<file path="src/rtl/tdint_pkg.sv">
package tdint_pkg;
  localparam int ADDR_W = 7;
  localparam int DATA_W = 8;

  localparam logic [ADDR_W-1:0] A_QUEUE    = 7'h40;
  localparam logic [ADDR_W-1:0] A_OVERFLOW = 7'h41;
  localparam logic [ADDR_W-1:0] A_STATUS   = 7'h20;
  localparam logic [ADDR_W-1:0] A_STAT_SEL = 7'h60;

  localparam int BIT_MASK_EVEN = 3;
  localparam int BIT_MASK_ODD  = 4;
  localparam int BIT_MASK_ALL  = 5;

  localparam logic [DATA_W-1:0] EMPTY_CODE = 8'hFF;
endpackage

</file>
<file path="src/rtl/tdint_capture.sv">
module tdint_capture #(
  parameter int CH = 32
) (
  input  logic          clk,
  input  logic          rst_n,
  input  logic [CH-1:0] td_in,
  input  logic [CH-1:0] ch_mask,
  output logic [CH-1:0] ev,
  output logic [CH-1:0] td_now
);
  logic [CH-1:0] td_q;

  always_ff @(posedge clk) begin
    if (!rst_n) td_q <= '0;
    else        td_q <= td_in;
  end

  // either edge of the level is an event; masking only gates queueing
  assign ev     = (td_in ^ td_q) & ~ch_mask;
  assign td_now = td_q;
endmodule

</file>
<file path="src/rtl/tdint_evfifo.sv">
module tdint_evfifo #(
  parameter int CH    = 32,
  parameter int DEPTH = 32,
  localparam int CHW  = $clog2(CH),
  localparam int PW   = $clog2(DEPTH),
  localparam int CW   = $clog2(DEPTH + 1)
) (
  input  logic           clk,
  input  logic           rst_n,
  input  logic [CH-1:0]  push_vec,
  input  logic           pop,
  output logic [CHW-1:0] head,
  output logic [CW-1:0]  cnt,
  output logic           drop
);
  logic [CHW-1:0] mem [DEPTH];
  logic [PW-1:0]  wp, rp;
  logic [PW-1:0]  slot [CH];
  logic [CH-1:0]  acc;
  logic [CW-1:0]  n_acc;

  // ascending channel order: each event takes the slot after all lower ones
  always_comb begin
    int run;
    int space;
    run   = 0;
    space = DEPTH - int'(cnt);
    acc   = '0;
    for (int i = 0; i < CH; i++) begin
      slot[i] = wp + PW'(run);
      if (push_vec[i]) begin
        if (run < space) acc[i] = 1'b1;
        run = run + 1;
      end
    end
    n_acc = (run < space) ? CW'(run) : CW'(space);
  end

  assign drop = |(push_vec & ~acc);
  assign head = mem[rp];

  always_ff @(posedge clk) begin
    for (int i = 0; i < CH; i++) begin
      if (acc[i]) mem[slot[i]] <= CHW'(i);
    end
  end

  always_ff @(posedge clk) begin
    if (!rst_n) begin
      wp  <= '0;
      rp  <= '0;
      cnt <= '0;
    end else begin
      wp  <= wp + PW'(n_acc);
      rp  <= rp + PW'(pop);
      cnt <= cnt + n_acc - CW'(pop);
    end
  end
endmodule

</file>
<file path="src/rtl/tdint_irq.sv">
module tdint_irq #(
  parameter int GAP = 2,
  localparam int GW = $clog2(GAP + 1)
) (
  input  logic clk,
  input  logic rst_n,
  input  logic pending,
  input  logic gmask,
  input  logic pop,
  output logic irq_n
);
  logic [GW-1:0] gap_cnt;

  always_ff @(posedge clk) begin
    if (!rst_n) begin
      irq_n   <= 1'b1;
      gap_cnt <= '0;
    end else if (!irq_n) begin
      if (pop || gmask || !pending) begin
        irq_n   <= 1'b1;
        gap_cnt <= GW'(GAP - 1);
      end
    end else if (gap_cnt != '0) begin
      gap_cnt <= gap_cnt - 1'b1;
    end else if (pending && !gmask && !pop) begin
      irq_n <= 1'b0;
    end
  end
endmodule

</file>
<file path="src/rtl/tdint_ctrl.sv">
module tdint_ctrl
  import tdint_pkg::*;
#(
  parameter int NGRP  = 16,
  parameter int DEPTH = 32,
  parameter int GAP   = 2,
  localparam int CH   = 2 * NGRP,
  localparam int CHW  = $clog2(CH),
  localparam int GIW  = (NGRP > 1) ? $clog2(NGRP) : 1,
  localparam int CW   = $clog2(DEPTH + 1)
) (
  input  logic              clk,
  input  logic              rst_n,
  input  logic [CH-1:0]     td_in,
  input  logic              reg_wr,
  input  logic              reg_rd,
  input  logic [ADDR_W-1:0] reg_addr,
  input  logic [DATA_W-1:0] reg_wdata,
  output logic [DATA_W-1:0] reg_rdata,
  output logic              irq_n
);
  logic [DATA_W-1:0] ctrl [NGRP];
  logic [CH-1:0]     ch_mask, ev, td_now;
  logic [CHW-1:0]    head;
  logic [CW-1:0]     fifo_cnt;
  logic              drop, ovf, gmask;

  logic is_ctrl, is_stat, is_queue, is_ovf;
  logic pop_fire, rd_empty_fire, ovf_clr;
  logic [GIW-1:0] grp_idx;
  logic [CHW-1:0] stat_ch;

  genvar g;
  generate
    for (g = 0; g < NGRP; g++) begin : g_mask
      assign ch_mask[2*g]   = ctrl[g][BIT_MASK_EVEN];
      assign ch_mask[2*g+1] = ctrl[g][BIT_MASK_ODD];
    end
  endgenerate
  assign gmask = ctrl[0][BIT_MASK_ALL];

  assign grp_idx  = reg_addr[GIW-1:0];
  assign stat_ch  = reg_addr[CHW-1:0];
  assign is_ctrl  = int'(reg_addr) < NGRP;
  assign is_stat  = ((reg_addr & A_STAT_SEL) == A_STATUS) && (int'(stat_ch) < CH);
  assign is_queue = reg_addr == A_QUEUE;
  assign is_ovf   = reg_addr == A_OVERFLOW;

  assign pop_fire      = reg_rd && is_queue && (fifo_cnt != '0);
  assign rd_empty_fire = reg_rd && is_queue && (fifo_cnt == '0);
  assign ovf_clr       = reg_wr && is_ovf && reg_wdata[0];

  tdint_capture #(.CH(CH)) u_cap (
    .clk    (clk),
    .rst_n  (rst_n),
    .td_in  (td_in),
    .ch_mask(ch_mask),
    .ev     (ev),
    .td_now (td_now)
  );

  tdint_evfifo #(.CH(CH), .DEPTH(DEPTH)) u_fifo (
    .clk     (clk),
    .rst_n   (rst_n),
    .push_vec(ev),
    .pop     (pop_fire),
    .head    (head),
    .cnt     (fifo_cnt),
    .drop    (drop)
  );

  tdint_irq #(.GAP(GAP)) u_irq (
    .clk    (clk),
    .rst_n  (rst_n),
    .pending(fifo_cnt != '0),
    .gmask  (gmask),
    .pop    (pop_fire),
    .irq_n  (irq_n)
  );

  always_ff @(posedge clk) begin
    if (!rst_n) begin
      for (int i = 0; i < NGRP; i++) ctrl[i] <= '0;
    end else if (reg_wr && is_ctrl) begin
      ctrl[grp_idx] <= reg_wdata;
    end
  end

  always_ff @(posedge clk) begin
    if (!rst_n)       ovf <= 1'b0;
    else if (drop)    ovf <= 1'b1;
    else if (ovf_clr) ovf <= 1'b0;
  end

  always_ff @(posedge clk) begin
    if (!rst_n) begin
      reg_rdata <= '0;
    end else if (reg_rd) begin
      if (is_queue)
        reg_rdata <= (fifo_cnt == '0) ? EMPTY_CODE : DATA_W'(head);
      else if (is_ovf)
        reg_rdata <= DATA_W'(ovf);
      else if (is_stat)
        reg_rdata <= DATA_W'(td_now[stat_ch]);
      else if (is_ctrl)
        reg_rdata <= ctrl[grp_idx];
      else
        reg_rdata <= '0;
    end
  end
endmodule

</file>
<file path="config.mk">
export PLATFORM = sky130hd
export DESIGN_NAME = tdint_ctrl
export DESIGN_NICKNAME = d
export VERILOG_FILES = /design/src/rtl/tdint_pkg.sv /design/src/rtl/tdint_capture.sv /design/src/rtl/tdint_evfifo.sv /design/src/rtl/tdint_irq.sv /design/src/rtl/tdint_ctrl.sv
export SDC_FILE = /design/constraint.sdc
export NUM_CORES = 2
export LEC_CHECK = 0
export BUFFER_PORTS_ARGS = -buffer_cell sky130_fd_sc_hd__buf_4
export CELL_PAD_IN_SITES_DETAIL_PLACEMENT = 1
export CELL_PAD_IN_SITES_GLOBAL_PLACEMENT = 2
export CORE_MARGIN = 1
export CORE_UTILIZATION = 36
export CTS_CLUSTER_DIAMETER = 150
export DETAILED_ROUTE_END_ITERATION = 8
export PLACE_DENSITY_LB_ADDON = 0.1
export SLEW_MARGIN = 10
export SYNTH_ARGS = -nofsm -noshare
export SYNTH_HDL_FRONTEND = slang
export SYNTH_HIERARCHICAL = 1
export SYNTH_SLANG_ARGS = --single-unit
</file>
<file path="constraint.sdc">
create_clock -name clk -period 24.7 [get_ports clk]
set_input_delay 0 -clock clk [delete_from_list [all_inputs] [get_ports clk]]
set_output_delay 0 -clock clk [all_outputs]
set_load 0.02 [all_outputs]
</file>
==> flow_summary.ini <==
[run_status]
outcome = complete, no violations

[sta]
hold_viol = 0
finalCritPeriodShare_pct = 94.9
finalClockSkew_ns = 0.0226
layout_min_cycle_time_ns = 23.44
tightest_slew_ns = 1.43
timing.setup.tns_ns = 0
setup_violations = 0
relSlewSlack_pct = 3.64
slew_viol_final = 0
hold_ws_ns = 0.119
timing.fmax_mhz = 42.7

[detailed_routing]
num_vias = 60500
post_drt_via_cell_ratio = 6.34
firstDrtPassIters = 6
wl_um = 315000
drc = 0
detail-route-antenna-nets = 0
wire_per_inst_um = 33.0
drtIter0Drc = 6293

[logic_synthesis]
ys_async_sr_fraction_pct = 0
yosys.area.top_type = ha_1
synth_top_area_share_pct = 15.2
synth_edf_count = 128
ys_ff_latch = 348
synth_common_cells = 860 x nor2_1, 808 x nand2_1, 651 x ha_1, 533 x a21oi_1, 434 x o21ai_0
syn-cell-area_sq_um = 53600
ys.flop_type = dfxtp_1
syn_inst = 7105
ys_seq_area_share_pct = 15.4
synth.most_common_cell = nor2_1
synth.area.top_cells = ha_1 15%, dfxtp_1 8.2%, edfxtp_1 7.2%
avgSynthCellArea_sq_um = 7.54
yosysWarnings = 6
yosys.cell_types.count = 123

[floorplan]
rows = 141
dieWidth_um = 388
ios = 60
coreArea_sq_um = 148000
start_util_pct = 36.3
dieArea_sq_um = 150000
die_height_um = 388

[clocking]
ctsHtreeMaxLevel = 2
clock_latency_ns = 0.58
numCtsBuffers = 40
clk_transition_reported_paths_ns = 0.06
clockBufferDepth = 3
cts-root-buf = clkbuf_16
cts_sinks = 348
cts_tree = done

[worst_setup_path]
timing.critical_path.mode_cell = ha_1
critPathMaxFanout = 7
crit_path_top_delay_cell = or4b_1
crit_buf_inv = 15
rrSetupSlack_ns = 1.26
arrival_ns = 23.95
crit_family = adder cells
crit_path_start_kind = flop
worstSetupPathType = flop to flop
worstPathRequired_ns = 25.21
cpPeakStageDelay_ns = 0.49
end_kind = flop

[cells_and_area]
nets = 8305
area_growth_pct = 13.0
fillers = 18300
drive_gt1_share_pct = 8.95

[placed_design]
numPortBuffers = 59
place_congestion = 1.09
hpwl_um = 263000

[global_routing]
grt_max_degree = 73
grt_pass1_vias = 59600
antenna_found_initial = 11
grtUsageTotal_pct = 40.4
grt_pass1_wl_um = 441000
overflow = 0

[flow_run]
maxCapViolations = 0

[min_path]
min_path_type = primary input to flop
area by class of cell:
class	instances	area (sq um)	area share, %
sequential	348	8260	13.6
multi-input combinational	6608	45100	74.5
timing repair buffer	323	2550	4.21
antenna	7	17.5	0.0289
tap	1930	2410	3.99
clock buffer	58	1120	1.85
inverter	251	951	1.57
clock inverter	14	155	0.256
per-layer routing:
metal	vias up	global-route usage [%]	routed length [um]
li1	26800	-	-
met1	30400	52.0	130000
met2	2654	63.9	138000
met3	650	5.78	23600
met4	6	24.5	23300
met5	-	0	31
flip-flops by register name, summed over array words and instances, names as in the netlist:
register,cells
u_fifo/mem,160
ctrl,128
u_cap/td_now,32
reg_rdata,8
u_fifo/cnt,6
u_fifo/rp,5
u_fifo/wp,5
u_irq/gap_cnt,2
ovf,1
u_irq/irq_n,1
through the flow:
step	setup WS, ns	cell area (sq um)	cells	utilization, %
6_report	1.26	60600	9539	41.0
5_1_grt	-0.0446	60500	9532	41.0
4_1_cts	0.000917	60100	9507	40.7
3_5_place_dp	-0.807	58300	9384	39.5
3_3_place_gp	0.105	58300	9384	39.5
2_1_floorplan	0.295	54700	7402	-
worst min-delay path: cells and delay by family:
family | cells | cell delay (ns)
AOI/OAI and AO/OA | 1 | 0.13
and+or+nand+nor | 1 | 0.06
buffers and inverters | 1 | 0.20
muxes | 1 | 0.26
cells by family after synthesis:
kind of cell / after synthesis / synth area share, %
adder cells (fa/ha/maj): 682 / 16.4
flip-flops: 348 / 15.4
other: 1 / 0.00700
AND/OR/NAND/NOR: 3059 / 27.6
multiplexers: 124 / 4.59
buffers and inverters: 446 / 3.23
AO/OA/AOI/OAI: 2020 / 24.0
XOR/XNOR: 425 / 8.80
what timing repair did:
| item | 4_1_cts | 5_1_grt |
|---|---|---|
| setup buffers | 0 | 25 |
| resized for setup | 14 | 52 |
| setup endpoints to repair | 5 | 172 |
| hold buffers | 51 | 0 |
| pin swaps | 0 | 17 |
| hold endpoints to repair | 169 | 0 |
cell usage in the layout, fill, tap and decap left out, types with 70 or more instances in the layout:
cell type,Yosys,layout
nand2b_1,126,126
o22ai_1,201,201
and2_1,212,210
dfxtp_1,220,212
ha_1,651,647
edfxtp_1,128,128
nor2b_1,111,109
nand4_1,115,115
nor2_1,860,855
nand3_1,217,217
conb_1,1,298
a21o_1,149,149
xor2_1,122,119
inv_1,239,230
o21a_1,139,139
nand2_1,808,803
o21ai_0,434,425
and3_1,70,70
nor3_1,211,210
mux4_2,87,87
buf_4,1,272
a21oi_1,533,531
xnor2_1,228,223
final timing paths:
path,startpoint,endpoint,cells past startpoint
worst max-delay path,u_cap/td_now[0]$_SDFF_PN0_,u_fifo/cnt[5]$_SDFF_PN0_,137
worst min-delay path,reg_addr[3],reg_rdata[7]$_SDFFE_PN0P_,4
worst max register to register,u_cap/td_now[0]$_SDFF_PN0_,u_fifo/cnt[5]$_SDFF_PN0_,137
worst min register to register,u_fifo/mem[18][4]$_SDFFE_PP1P_,u_fifo/mem[18][4]$_SDFFE_PP1P_,2
Power is not shown: default switching activity piles up to over one toggle a cycle in this logic, so the estimate is an artifact.
